## src/rtl/xt_pkg.sv

```systemverilog
package xt_pkg;
  typedef enum logic [3:0] {
    TAP_TLR, TAP_RTI,
    TAP_SEL_DR, TAP_CAP_DR, TAP_SHIFT_DR, TAP_EX1_DR, TAP_PAUSE_DR, TAP_EX2_DR, TAP_UPD_DR,
    TAP_SEL_IR, TAP_CAP_IR, TAP_SHIFT_IR, TAP_EX1_IR, TAP_PAUSE_IR, TAP_EX2_IR, TAP_UPD_IR
  } tap_state_e;

  localparam int unsigned TLR_TMS_CNT = 5;
endpackage

```

## src/rtl/xt_tap_fsm.sv

```systemverilog
module xt_tap_fsm
  import xt_pkg::*;
(
  input  logic       tck_i,
  input  logic       rst_ni,
  input  logic       tms_i,
  output tap_state_e state_o
);
  tap_state_e state_q, state_d;

  always_comb begin
    state_d = state_q;
    unique case (state_q)
      TAP_TLR:      state_d = tms_i ? TAP_TLR    : TAP_RTI;
      TAP_RTI:      state_d = tms_i ? TAP_SEL_DR : TAP_RTI;
      TAP_SEL_DR:   state_d = tms_i ? TAP_SEL_IR : TAP_CAP_DR;
      TAP_CAP_DR:   state_d = tms_i ? TAP_EX1_DR : TAP_SHIFT_DR;
      TAP_SHIFT_DR: state_d = tms_i ? TAP_EX1_DR : TAP_SHIFT_DR;
      TAP_EX1_DR:   state_d = tms_i ? TAP_UPD_DR : TAP_PAUSE_DR;
      TAP_PAUSE_DR: state_d = tms_i ? TAP_EX2_DR : TAP_PAUSE_DR;
      TAP_EX2_DR:   state_d = tms_i ? TAP_UPD_DR : TAP_SHIFT_DR;
      TAP_UPD_DR:   state_d = tms_i ? TAP_SEL_DR : TAP_RTI;
      TAP_SEL_IR:   state_d = tms_i ? TAP_TLR    : TAP_CAP_IR;
      TAP_CAP_IR:   state_d = tms_i ? TAP_EX1_IR : TAP_SHIFT_IR;
      TAP_SHIFT_IR: state_d = tms_i ? TAP_EX1_IR : TAP_SHIFT_IR;
      TAP_EX1_IR:   state_d = tms_i ? TAP_UPD_IR : TAP_PAUSE_IR;
      TAP_PAUSE_IR: state_d = tms_i ? TAP_EX2_IR : TAP_PAUSE_IR;
      TAP_EX2_IR:   state_d = tms_i ? TAP_UPD_IR : TAP_SHIFT_IR;
      TAP_UPD_IR:   state_d = tms_i ? TAP_SEL_DR : TAP_RTI;
      default:      state_d = TAP_TLR;
    endcase
  end

  always_ff @(posedge tck_i or negedge rst_ni) begin
    if (!rst_ni) state_q <= TAP_TLR;
    else         state_q <= state_d;
  end

  assign state_o = state_q;

  // checker: run length of TMS-high edges, saturating
  logic [2:0] tms_run_q;
  always_ff @(posedge tck_i or negedge rst_ni) begin
    if (!rst_ni)                        tms_run_q <= '0;
    else if (!tms_i)                    tms_run_q <= '0;
    else if (tms_run_q < 3'(TLR_TMS_CNT)) tms_run_q <= tms_run_q + 3'd1;
  end

  assert_tlr_after_five_R9: assert property (@(posedge tck_i) disable iff (!rst_ni)
    (tms_run_q == 3'(TLR_TMS_CNT)) |-> (state_q == TAP_TLR));
endmodule

```

## src/rtl/xt_ir_ctrl.sv

```systemverilog
module xt_ir_ctrl
  import xt_pkg::*;
#(
  parameter int unsigned IR_W   = 4,
  parameter logic [IR_W-1:0] OPCODE = 4'b1010
) (
  input  logic       tck_i,
  input  logic       rst_ni,
  input  tap_state_e state_i,
  input  logic       tdi_i,
  input  logic       test_en_i,
  output logic       mode_o
);
  localparam logic [IR_W-1:0] IR_CAPTURE = IR_W'(1);

  logic [IR_W-1:0] ir_q;
  logic            mode_q;

  always_ff @(posedge tck_i or negedge rst_ni) begin
    if (!rst_ni) begin
      ir_q <= '0;
    end else if (state_i == TAP_CAP_IR) begin
      ir_q <= IR_CAPTURE;
    end else if (state_i == TAP_SHIFT_IR) begin
      ir_q <= {tdi_i, ir_q[IR_W-1:1]};  // LSB enters first
    end
  end

  always_ff @(posedge tck_i or negedge rst_ni) begin
    if (!rst_ni)                                 mode_q <= 1'b0;
    else if (!test_en_i || state_i == TAP_TLR)   mode_q <= 1'b0;
    else if (state_i == TAP_UPD_IR)              mode_q <= (ir_q == OPCODE);
  end

  // exits act without waiting for an edge
  assign mode_o = mode_q & test_en_i & (state_i != TAP_TLR);

  assert_entry_opcode_R6: assert property (@(posedge tck_i) disable iff (!rst_ni)
    $rose(mode_q) |-> $past(state_i == TAP_UPD_IR && ir_q == OPCODE && test_en_i));

  assert_wrong_opcode_R7: assert property (@(posedge tck_i) disable iff (!rst_ni)
    (state_i == TAP_UPD_IR && ir_q != OPCODE) |=> !mode_q);

  assert_en_low_clears_R8: assert property (@(posedge tck_i) disable iff (!rst_ni)
    !test_en_i |=> !mode_q);
endmodule

```

## src/rtl/xt_xor_chain.sv

```systemverilog
module xt_xor_chain #(
  parameter int unsigned PIN_CNT = 16
) (
  input  logic [PIN_CNT-1:0] pin_i,
  input  logic               en_i,
  output logic               tree_o
);
  logic [PIN_CNT-1:0] stage;

  assign stage[0] = pin_i[0];
  for (genvar g = 1; g < PIN_CNT; g++) begin : g_stage
    assign stage[g] = stage[g-1] ^ pin_i[g];
  end

  assign tree_o = en_i & stage[PIN_CNT-1];
endmodule

```

## src/rtl/xortree_test_ctrl.sv

```systemverilog
module xortree_test_ctrl
  import xt_pkg::*;
#(
  parameter int unsigned PIN_CNT = 16,
  parameter int unsigned IR_W    = 4,
  parameter logic [IR_W-1:0] OPCODE = 4'b1010
) (
  input  logic               rst_ni,
  input  logic               test_en_i,
  input  logic               tck_i,
  input  logic               tms_i,
  input  logic               tdi_i,
  input  logic [PIN_CNT-1:0] pin_in_i,
  input  logic [PIN_CNT-1:0] func_oe_i,
  input  logic [PIN_CNT-1:0] func_pull_en_i,
  input  logic               led_func_i,
  output logic               tree_o,
  output logic               test_mode_o,
  output logic [PIN_CNT-1:0] pin_oe_o,
  output logic [PIN_CNT-1:0] pull_en_o,
  output logic               led_o
);
  tap_state_e tap_state;
  logic       mode;
  logic       tree;

  xt_tap_fsm u_tap (
    .tck_i   (tck_i),
    .rst_ni  (rst_ni),
    .tms_i   (tms_i),
    .state_o (tap_state)
  );

  xt_ir_ctrl #(.IR_W(IR_W), .OPCODE(OPCODE)) u_ir (
    .tck_i     (tck_i),
    .rst_ni    (rst_ni),
    .state_i   (tap_state),
    .tdi_i     (tdi_i),
    .test_en_i (test_en_i),
    .mode_o    (mode)
  );

  xt_xor_chain #(.PIN_CNT(PIN_CNT)) u_chain (
    .pin_i  (pin_in_i),
    .en_i   (mode),
    .tree_o (tree)
  );

  assign tree_o      = tree;
  assign test_mode_o = mode;
  assign pin_oe_o    = func_oe_i & ~{PIN_CNT{mode}};
  assign pull_en_o   = func_pull_en_i & ~{PIN_CNT{mode}};
  assign led_o       = mode ? tree : led_func_i;

  assert_pads_released_R3: assert property (@(posedge tck_i) disable iff (!rst_ni)
    test_mode_o |-> (pin_oe_o == '0 && pull_en_o == '0));

  assert_idle_tree_low_R2: assert property (@(posedge tck_i) disable iff (!rst_ni)
    !test_mode_o |-> (tree_o == 1'b0 && led_o == led_func_i));

  assert_tree_steady_R1: assert property (@(posedge tck_i) disable iff (!rst_ni)
    ($stable(pin_in_i) && $stable(test_mode_o) && test_mode_o) |-> $stable(tree_o));
endmodule

```

## config.mk

```make
export PLATFORM = sky130hd
export DESIGN_NAME = xortree_test_ctrl
export DESIGN_NICKNAME = d
export VERILOG_FILES = /design/src/rtl/xt_pkg.sv /design/src/rtl/xt_tap_fsm.sv /design/src/rtl/xt_ir_ctrl.sv /design/src/rtl/xt_xor_chain.sv /design/src/rtl/xortree_test_ctrl.sv
export SDC_FILE = /design/constraint.sdc
export NUM_CORES = 1
export LEC_CHECK = 0
export BUFFER_PORTS_ARGS = -buffer_cell sky130_fd_sc_hd__buf_2
export CORE_UTILIZATION = 39
export CTS_CLUSTER_DIAMETER = 80
export DETAILED_ROUTE_END_ITERATION = 10
export GPL_TIMING_DRIVEN = 0
export PLACE_DENSITY = 0.92
export SLEW_MARGIN = 20
export SYNTH_ARGS = -nofsm -noshare
export SYNTH_HDL_FRONTEND = slang
export SYNTH_HIERARCHICAL = 1
export SYNTH_SLANG_ARGS = --single-unit
```

## constraint.sdc

```tcl
create_clock -name tck_i -period 3.8 [get_ports tck_i]
set_input_delay 0 -clock tck_i [delete_from_list [all_inputs] [get_ports tck_i]]
set_output_delay 0 -clock tck_i [all_outputs]
set_load 0.1 [all_outputs]
```

Word-level counts from Yosys, hierarchy flattened
Index checks and enable logic that the tools add are counted.

Add/sub/neg operators: 0. Multiply operators: 0. Div/mod/pow operators: 0. Order comparisons: 0. Equal/unequal tests: 16. Shift-type cells: 0. Multiplexer cells: 18. Bitwise logic cells: 21. Reductions and logical operators: 9.

Operators by type and width (count): 4-bit case mux with 12 select lines (1); 4-bit equality test (second input constant) (9); 16-bit AND (2); 4-bit two-way mux (6); 4-bit by 3-bit equality test with 1-bit output (second input constant) (4); 16-bit NOT (1); 1-bit bitwise XOR (15); 4-bit by 2-bit equality test with 1-bit output (second input constant) (2); 1-bit two-way mux (6); 2-bit two-way mux (3); 3-bit two-way mux (2); 4-bit by 1-bit equality test with 1-bit output (second input constant) (1); 4-bit zero test (1); 2-bit nonzero test (2); 4-bit nonzero test (1); 2-bit OR reduction (2); 1-bit AND (3); 3-bit OR reduction (1); 1-bit zero test (1); 1-bit logical OR (1).

Register bits after elaboration: 9. Latch bits: 0. Memory bits (writable): 0. ROM bits: 0. Bits of input ports: 54. Output and inout port bits: 35. Logic and storage cells: 67. Memories: 0.

Depth between registers and ports, before layout
Gate-level depths: netlist of the first run.

Word-level depth: 17. Depth in mapped cells: 6. Gate-level depth less buffers: 6.

Modules after synthesis
Netlist of the first run, hierarchy kept.

By module, submodules not included: xt_tap_fsm (instances 1, cells each 40, area each 315.3 µm², sequential area each 100.1 µm²); xt_ir_ctrl (instances 1, cells each 26, area each 227.7 µm², sequential area each 125.1 µm²); xortree_test_ctrl (instances 1, cells each 36, area each 226.5 µm², sequential area each 0.0 µm²); xt_xor_chain (instances 1, cells each 16, area each 137.6 µm², sequential area each 0.0 µm²).

Worst setup path after synthesis of the first run
OpenSTA, ideal clock, no wires.

Path kind: reg-to-output. Start: register u_tap.state_q[1] (netlist: u_tap/state_o[1]). End: output port led_o. Data arrival time: 3.641 ns. Data required time: 3.800 ns. Path slack: 0.159 ns. Cell stages (with the launch flop): 5. Path buffers: 0. Cells stage by stage: dfrtp_1 -> o41ai_1 -> nor2_1 -> and2_1 -> mux2_2.

Longest elaborated chain between the ends: 4.

RTL lines: start: declaration (line xt_tap_fsm.sv:9) `tap_state_e state_q, state_d;`; start signal: assignment (line xt_tap_fsm.sv:36) `else state_q <= state_d;`; 4-bit nonzero test (line xt_ir_ctrl.sv:36) `assign mode_o = mode_q & test_en_i & (state_i != TAP_TLR);`; 1-bit AND (line xt_ir_ctrl.sv:36); net test_mode_o (line xortree_test_ctrl.sv:18) `output logic test_mode_o,`; 1-bit AND (line xt_xor_chain.sv:15) `assign tree_o = en_i & stage[PIN_CNT-1];`; net tree_o (line xortree_test_ctrl.sv:17) `output logic tree_o,`; 1-bit two-way mux (line xortree_test_ctrl.sv:53) `assign led_o = mode ? tree : led_func_i;`; end: declaration (line xortree_test_ctrl.sv:21) `output logic led_o`.

The timed path passes the listed nets, and every way through them passes these cells.

Worst setup path after layout of the first run
Start: register u_tap.state_q[1] (netlist: u_tap/state_o[1]). End: output port pull_en_o[14].

Longest elaborated chain between the ends: 4.

RTL lines: 4-bit nonzero test (line xt_ir_ctrl.sv:36); 1-bit AND (line xt_ir_ctrl.sv:36); 16-bit NOT (line xortree_test_ctrl.sv:52) `assign pull_en_o = func_pull_en_i & ~{PIN_CNT{mode}};`; 16-bit AND (line xortree_test_ctrl.sv:52); end: declaration (line xortree_test_ctrl.sv:20) `output logic [PIN_CNT-1:0] pull_en_o,`.

Every way passes these cells.

==> results of run 1 <==
layout by cell type, fill, tap and decap left out, types with 2 or more instances in the layout:
cell,Yosys,final
nor2_1,3,3
clkbuf_4,0,3
xor2_1,2,2
nand2b_1,3,3
dfrtp_1,9,9
nand2_1,15,15
a21oi_1,3,3
dlygate4sd3_1,0,2
inv_1,2,2
nor2b_1,36,36
o21ai_0,6,6
nor3b_1,2,2
buf_2,6,93
xnor2_1,14,14
nand3b_1,2,2
cell families after synthesis:
| group | count (synthesis) |
|---|---|
| simple gates | 67 |
| compound gates | 16 |
| xor+xnor | 16 |
| flops | 9 |
| buf+inv | 9 |
| mux | 1 |
registers in the layout (all words and copies together) (netlist names):
name           flops
u_ir/ir_q          4
u_tap/state_o      4
u_ir/mode_q        1
power breakdown:
group          internal (mW)  switching (mW)
clock                 0.0405          0.0333
combinational          0.146           0.275
sequential             0.136          0.0503
total                  0.322           0.359
final cells by class:
type / count / area, um^2 / area share
timing repair buffer: 89 / 455 / 0.320
clock buffer: 4 / 26.3 / 0.0185
buffer: 7 / 41.3 / 0.0290
sequential: 9 / 225 / 0.158
tap: 28 / 35.0 / 0.0246
inverter: 2 / 7.51 / 0.00527
multi-input combinational: 100 / 633 / 0.445
worst min-delay path, delay by kind of cell:
family | cells | cell delay (ns)
AOI/OAI and AO/OA | 1 | 0.09
buffers and inverters | 1 | 0.10
and+or+nand+nor | 1 | 0.05
worst paths after layout:
| kind | cells past startpoint | slack, ns | from | end |
|---|---|---|---|---|
| worst max-delay path | 5 | 1.44 | u_tap/state_o[1]$_DFF_PN0_ | pull_en_o[14] |
| worst min-delay path | 3 | 0.03 | tdi_i | u_ir/ir_q[3]$_DFFE_PN0P_ |
| worst max register to register | 4 | 2.45 | u_tap/state_o[0]$_DFF_PN0_ | u_tap/state_o[1]$_DFF_PN0_ |
| worst min register to register | 2 | 0.49 | u_ir/ir_q[0]$_DFFE_PN0P_ | u_ir/ir_q[0]$_DFFE_PN0P_ |
| max in group asynchronous | 2 | 3.50 | rst_ni | u_tap/state_o[0]$_DFF_PN0_ |
| min in group asynchronous | 2 | 0.12 | rst_ni | u_ir/ir_q[1]$_DFFE_PN0P_ |
per-layer routing:
| layer | up-vias | global-route usage | routed length [um] |
|---|---|---|---|
| li1 | 574 | - | - |
| met1 | 501 | 0.232 | 1120 |
| met2 | 51 | 0.409 | 1470 |
| met3 | 0 | 0.0848 | 272 |
| met4 | 0 | 0.0286 | 0 |
| met5 | - | 0 | 0 |
through the flow:
step	cell area, um^2	utilization
6_report	1420	0.644
5_1_grt	1420	0.644
3_3_place_gp	1380	0.623
4_1_cts	1420	0.644
2_1_floorplan	907	-
3_5_place_dp	1380	0.623
==> flow_summary.yaml, run 1 <==
die:
  start_util: 0.410
  die_area_mm2: 0.00252
  die_h_um: 50.2
  ioPinCount: 89
  core_area_mm2: 0.00221
  die_w_um: 50.2
  rows: 17
placement:
  dp_hpwl_um: 2320
  gp_congestion: 0.772
  portBuffers: 87
  dp_cells: 233
  place_ws_ns: 1.77
logic_synthesis:
  yosys_register_bits: 9
  synth_top_family_by_area: "simple AND/OR/NAND/NOR gates"
  syn-num-nets: 172
  synth_most_common_cell: "nor2b_1"
  synth-xor-area-share: 0.154
  synth_compound_area_frac: 0.113
  synth.distinct_cells: 28
  netlist_top_cells_area: "dfrtp_1 25%, nor2b_1 25%, xnor2_1 14%"
  async_flop_share: 1.00
  synthCells: 118
  yosys.area_share.adder: 0
  yosysTopAreaCellShare: 0.248
  yosys_warnings: 6
  synth_top_area_cell: "dfrtp_1"
  synth-simple-area-share: 0.418
  synth-seq-area-share: 0.248
  synth_edf_count: 0
  synth_ff_type: "dfrtp_1"
  syn-mean-instance-area_um2: 7.69
  synth_mux_area_frac: 0.0124
  synth_area_um2: 907
  ys_top_cells_by_count: "36 x nor2b_1, 15 x nand2_1, 14 x xnor2_1"
detailed_routing:
  drt_first_pass_iters: 7
  drtAntennaViolNets: 0
  drt-wirelength-per-cell_um: 12.0
  drc: 2
  detail_route.iter0.violations: 14
  vias: 1126
  routed_via_density: 4.71
  wl_um: 2860
sta:
  fin_hold_ws_ns: 0.0261
  skew_ns: 0.00648
  worst_slew_pin_slew_ns: 0.500
  maxSlewHeadroom: 0.669
  drv_slew: 0
  period_needed_ns: 2.36
  finalWorstSetupSlack_ns: 1.44
  rsz0062_at_grt: "false"
  finalSetupViolations: 0
  hold_viol: 0
  finalCritPeriodShare: 0.622
  fin_tns_setup_ns: 0
  fmax_ghz: 0.423
global_routing:
  grt_pass1_wl_um: 4200
  antenna_found_initial: 0
  grt_max_degree: 13
  grt_overflow_total: 0
  grt_pass1_vias: 940
  grt_usage: 0.218
outcome:
  violations: "design-rule violations"
  status: "finished with violations"
power_and_ir_drop:
  vdd_ir_drop_max_v: 0.000341
  leakage_nw: 0.742
  powerDensity_mw_per_mm2: 479
  p_total_mw: 0.681
clocking:
  clk_latency_ns: 0.26
  cts_resized: 0
  cts_tree: "done"
  holdBufCountCts: 2
  clockRootBuffer: "clkbuf_4"
  clockBufferDepth: 2
  clock_sinks: 9
  htree_levels: 1
  cts_made_buffers: 3
  cts_setup_buffers: 0
  clk_pin_slew_ns: 0.06
worst_setup_path:
  start_kind: "flop"
  cp.arrival_ns: 2.36
  slowest_delay_ns: 0.53
  path_cells: "o41ai_1 -> nor2_1 -> buf_2 -> nor2b_1 -> buf_2"
  cpMaxStageDelayCell: "o41ai_1"
  worstPathRequired_ns: 3.80
  criticalPathCategory: "reg2out"
  cp_top_family: "buffers and inverters"
  crit_top_cell: "buf_2"
  crit_buf_inv: 2
  critPathMaxFanout: 12
  crit_path_end_kind: "primary output"
finish:
  drive_gt1_frac: 0.464
  fill_cells: 196
  antenna_cells: 0
  synthToLayoutAreaGrowth_pct: 57.0
  final_nets: 266
  instances_no_fill: 239
min_path:
  hp-class: "in2reg"
flow_run:
  drv_cap: 0
Power figures use the tool's default switching activity.
==> run 2: changes to the inputs <==
Settings changed: ABC_AREA set to 1, CORE_UTILIZATION 39 to 41, PLACE_DENSITY 0.92 to 0.87.
Clock period 3.8 ns to 2.3 ns, I/O delays scaled along.
==> flow_summary.yaml, run 2 <==
logic_synthesis:
  netlist_top_cells_area: "dfrtp_1 19%, nand2_1 18%, inv_1 17%"
  synth-seq-area-share: 0.188
  synth_edf_count: 0
  yosysTopAreaCellShare: 0.188
  synth_ff_type: "dfrtp_1"
  syn-num-nets: 279
  synth.distinct_cells: 20
  synth_top_area_cell: "dfrtp_1"
  yosys_warnings: 6
  synth_area_mm2: 0.00120
  ys_top_cells_by_count: "58 x nand2_1, 54 x inv_1, 42 x nor2_1"
  synthCells: 225
  synth_most_common_cell: "nand2_1"
  async_flop_share: 1.00
  yosys_register_bits: 9
  syn-mean-instance-area_um2: 5.32
min_path:
  worstHoldStart: "tms_i"
  min_path_cells: 3
  hp-class: "in2reg"
  whs_endpoint: "u_tap/state_o[2]$_DFF_PN0_"
sta:
  hold_viol: 0
  fmax_ghz: 0.504
  finalWorstSetupSlack_ns: 0.318
  maxSlewHeadroom: 0.668
  finalSetupViolations: 0
  skew_ns: 0.00105
  finalCritPeriodShare: 0.862
  rsz0062_at_grt: "false"
  drv_slew: 0
  period_needed_ns: 1.98
  worst_slew_pin_slew_ns: 0.501
global_routing:
  grt_usage: 0.189
  grt_overflow_total: 0
  grt_max_degree: 12
  grt_pass1_vias: 1327
  antenna_found_initial: 0
  grt_pass1_wl_um: 5030
die:
  ioPinCount: 89
  core_area_mm2: 0.00276
  die_h_um: 56.0
  die_w_um: 56.0
  start_util: 0.434
  rows: 19
  die_area_mm2: 0.00314
clocking:
  clockRootBuffer: "clkbuf_4"
  cts_setup_buffers: 0
  clockBufferDepth: 2
  clock_sinks: 9
  htree_levels: 1
  cts_resized: 0
  clk_pin_slew_ns: 0.06
  cts_tree: "done"
  clk_latency_ns: 0.25
  cts_made_buffers: 3
finish:
  drive_gt1_frac: 0.395
  antenna_cells: 0
  synthToLayoutAreaGrowth_pct: 47.6
  final_common_cell: "buf_2"
  fill_cells: 264
  final_nets: 374
  final_cell_mix: "88 x buf_2, 56 x nand2_1, 54 x inv_1, 37 x nor2_1, 16 x nand3_1"
  stdcell_area_mm2: 0.00177
placement:
  portBuffers: 88
  place_ws_ns: 0.578
  placed_cell_area_mm2: 0.00172
  dp_hpwl_um: 2590
  gp_congestion: 0.796
detailed_routing:
  routed_via_density: 4.37
  drt-wirelength-per-cell_um: 8.74
  detail_route.iter0.violations: 64
  wl_um: 3060
  vias: 1529
  drc: 0
  drtAntennaViolNets: 0
  drt_first_pass_iters: 4
worst_setup_path:
  rrSetupSlack_ns: 1.04
  cp.arrival_ns: 1.98
  start_kind: "flop"
  worstPathRequired_ns: 2.30
  startpoint: "u_tap/state_o[0]$_DFF_PN0_"
  crit_path_end_kind: "primary output"
  criticalPathCategory: "reg2out"
  reg2reg_depth: 6
  critPathMaxFanout: 11
  reg2reg_from: "u_tap/state_o[0]$_DFF_PN0_"
  r2r_end: "u_tap/state_o[1]$_DFF_PN0_"
outcome:
  status: "completed"
power_and_ir_drop:
  powerDensity_mw_per_mm2: 656
  vdd_ir_drop_max_v: 0.000864
  leakage_nw: 1.16
flow_run:
  drv_cap: 0
==> run 2: cell count changes in the layout (fill, tap and decap cells not counted), moves of 3 or more <==
cell      previous run  this run
buf_2               93        88
xnor2_1             14         3
nand3_1              1        16
nor2b_1             36         0
nor2_1               3        37
buf_6                1         4
inv_1                2        54
nand2_2              0         8
nand2b_1             3         0
nor2_2               0         9
nand3_2              0         3
nand2_1             15        56
inv_2                0         6
==> run 2: area by class of cell <==
type	count	area (um^2)	share of cell area
Multi-Input combinational cell	152	744	0.422
Sequential cell	9	225	0.128
Inverter	60	225	0.128
Tap cell	31	38.8	0.0220
Buffer	4	45.0	0.0255
Timing Repair Buffer	90	460	0.261
Clock buffer	4	26.3	0.0149
==> run 2: what timing repair did <==
action / CTS / global route
endpoints found under the hold margin: 10 / 0
endpoints found under the setup margin: 0 / 0
hold buffers: 2 / 0
==> run 2: logic make-up after synthesis <==
kind of cell,share of synthesized area
compound gates,0.0628
xor+xnor,0.0293
simple gates,0.494
flops,0.188
buf+inv,0.226
==> run 2: worst max-delay path, cell delays in order, from the launching register on <==
cell and delay [ns]:
dfrtp_1 0.54, nor2_1 0.09, nand2_1 0.07, nand2_1 0.09, nor2_4 0.14, inv_1 0.08
a21oi_4 0.12, nand2_2 0.10, nand2_8 0.07, buf_2 0.42
==> run 2: routing by layer <==
metal / routed length (um) / GRT usage / up-vias
met4: 16 / 0.0279 / 0
met2: 1620 / 0.401 / 51
li1: - / - / 839
met5: 0 / 0 / -
met1: 1200 / 0.192 / 637
met3: 220 / 0.0256 / 2
==> run 2: metrics by stage <==
stage          utilization  TNS [ns]  cells  hold WS, ns  total power, mW
5_1_grt              0.640         0    350       0.0554             1.26
2_1_floorplan            -     -3.60    225       -0.296            0.878
4_1_cts              0.640         0    350       0.0265             1.16
6_report             0.640         0    350       0.0295             1.16
3_3_place_gp         0.623         0    344       -0.146             1.02
3_5_place_dp         0.623         0    344       -0.144             1.04
==> run 2: worst max path at each step <==
stage	endpoint	cells past startpoint
finish	led_o	9
global route	led_o	9
CTS	led_o	9
detailed placement	led_o	9
global placement	led_o	9
floorplan	pin_oe_o[12]	7
==> run 2: report_power, final <==
group          total [mW]  leakage (nW)  internal, mW  switching [mW]
Sequential          0.311         0.114         0.220          0.0911
Combinational       0.731          1.03         0.206           0.526
Clock               0.117        0.0150        0.0666          0.0505
==> run 3: changes to the inputs <==
Settings changed: CELL_PAD_IN_SITES_DETAIL_PLACEMENT set to 2, CELL_PAD_IN_SITES_GLOBAL_PLACEMENT set to 2, CORE_UTILIZATION 41 to 17, PLACE_DENSITY 0.87 to 0.85.
==> flow_summary.yaml, run 3 (same netlist as run 2, synthesis figures left out) <==
finish:
  final_cell_mix: "88 x buf_2, 56 x nand2_1, 54 x inv_1, 37 x nor2_1, 16 x nand3_1"
  drive_gt1_frac: 0.396
  synthToLayoutAreaGrowth_pct: 55.1
  antenna_cells: 0
  final_common_cell: "buf_2"
  instances_no_fill: 414
  final_nets: 373
  fill_cells: 875
sta:
  finalCritPeriodShare: 0.883
  period_needed_ns: 2.03
  worst_slew_pin_slew_ns: 0.502
  drv_slew: 0
  hold_viol: 0
  fin_tns_setup_ns: 0
  rsz0062_at_grt: "false"
  fmax_ghz: 0.492
  skew_ns: 0.00330
  maxSlewHeadroom: 0.667
  finalSetupViolations: 0
worst_setup_path:
  cp.arrival_ns: 2.03
  crit_top_cell: "nand2_1"
  start_kind: "flop"
  crit_path_end_kind: "primary output"
  path_cells: "nor2_1 -> nand2_1 -> nand2_1 -> nor2_4 -> inv_1 -> a21oi_4 -> nand2_2 -> nand2_8 -> buf_2"
  slowest_delay_ns: 0.55
  cp_top_family: "simple AND/OR/NAND/NOR gates"
  startpoint: "u_tap/state_o[0]$_DFF_PN0_"
  critPathMaxFanout: 11
  worstPathRequired_ns: 2.30
  cpMaxStageDelayCell: "dfrtp_1"
  crit_buf_inv: 2
  reg2reg_from: "u_tap/state_o[0]$_DFF_PN0_"
  cp.depth: 9
  criticalPathCategory: "reg2out"
  reg2reg_depth: 6
outcome:
  status: "completed"
clocking:
  cts_tree: "done"
  clk_latency_ns: 0.23
  clock_sinks: 9
  cts_made_buffers: 3
  clockRootBuffer: "clkbuf_8"
  holdBufCountCts: 1
  cts_resized: 0
  clk_pin_slew_ns: 0.05
  htree_levels: 1
  clockBufferDepth: 2
  cts_setup_buffers: 0
power_and_ir_drop:
  powerDensity_mw_per_mm2: 683
  p_total_mw: 1.27
  leakage_nw: 1.16
  vdd_ir_drop_max_v: 0.000227
detailed_routing:
  wl_um: 4680
  vias: 1698
  drtAntennaViolNets: 0
  drt-wirelength-per-cell_um: 11.3
  drc: 0
  detail_route.iter0.violations: 9
  routed_via_density: 4.10
  drt_first_pass_iters: 3
flow_run:
  drv_cap: 0
global_routing:
  grt_max_degree: 12
  grt_pass1_wl_um: 7540
  grt_overflow_total: 0
  grt_pass1_vias: 1732
  antenna_found_initial: 0
  grt_usage: 0.127
die:
  ioPinCount: 89
  start_util: 0.176
  rows: 30
  die_h_um: 85.9
  die_area_mm2: 0.00738
  core_area_mm2: 0.00679
  die_w_um: 85.9
min_path:
  worstHoldStart: "tdi_i"
  min_path_cells: 3
  hp-class: "in2reg"
placement:
  portBuffers: 88
  dp_cells: 409
  gp_congestion: 0.781
  dp_hpwl_um: 4190
-- run 3: cell types whose count changed in the layout (fill, tap and decap cells not counted) --
| cell | before | now |
|---|---|---|
| clkbuf_8 | 0 | 3 |
| dlygate4sd3_1 | 2 | 1 |
| clkbuf_4 | 3 | 0 |
-- run 3: path summary, 6_finish.rpt --
path                                                    to  slack (ns)
worst max-delay path                                 led_o        0.27
worst min-delay path              u_ir/ir_q[3]$_DFFE_PN0P_        0.02
worst max register to register  u_tap/state_o[0]$_DFF_PN0_        0.98
worst min register to register    u_ir/ir_q[1]$_DFFE_PN0P_        0.52
max in group asynchronous       u_tap/state_o[0]$_DFF_PN0_        1.97
min in group asynchronous          u_ir/mode_q$_DFFE_PN0P_        0.15
-- run 3: final cells by class --
class	count	area (um^2)	area share
timing repair buffer	89	450	0.243
tap	96	120	0.0647
sequential	9	225	0.121
multi-input combinational	152	744	0.401
buffer	4	45.0	0.0243
inverter	60	225	0.121
clock buffer	4	45.0	0.0243
-- run 3: worst register-to-register path: cells and delay by family (launching register included) --
kind | cells | cell delay, ns
buffers and inverters | 1 | 0.17
AO/OA/AOI/OAI | 1 | 0.07
AND/OR/NAND/NOR | 4 | 0.45
flip-flops | 1 | 0.55
-- run 3: layer usage --
metal	vias up	GRT usage	wire length, um
met5	-	0	0
met3	6	0.0289	329
met2	70	0.269	2480
met4	0	0.0227	48
met1	785	0.122	1820
li1	837	-	-
-- run 3: stage by stage --
step           hold slack, ns  utilization  area [um^2]  setup WS [ns]
6_report               0.0214        0.273         1860          0.269
5_1_grt                0.0511        0.273         1860          0.103
4_1_cts                0.0288        0.273         1860          0.198
3_5_place_dp           -0.136        0.265         1800          0.457
3_3_place_gp           -0.140        0.265         1800          0.446
2_1_floorplan          -0.296            -         1240         -0.145
-- run 3: power breakdown --
| group | switching (mW) | internal [mW] | total, mW | leakage [nW] |
|---|---|---|---|---|
| clock | 0.0645 | 0.121 | 0.186 | 0.0228 |
| combinational | 0.561 | 0.205 | 0.765 | 1.02 |
| sequential | 0.0968 | 0.220 | 0.317 | 0.114 |
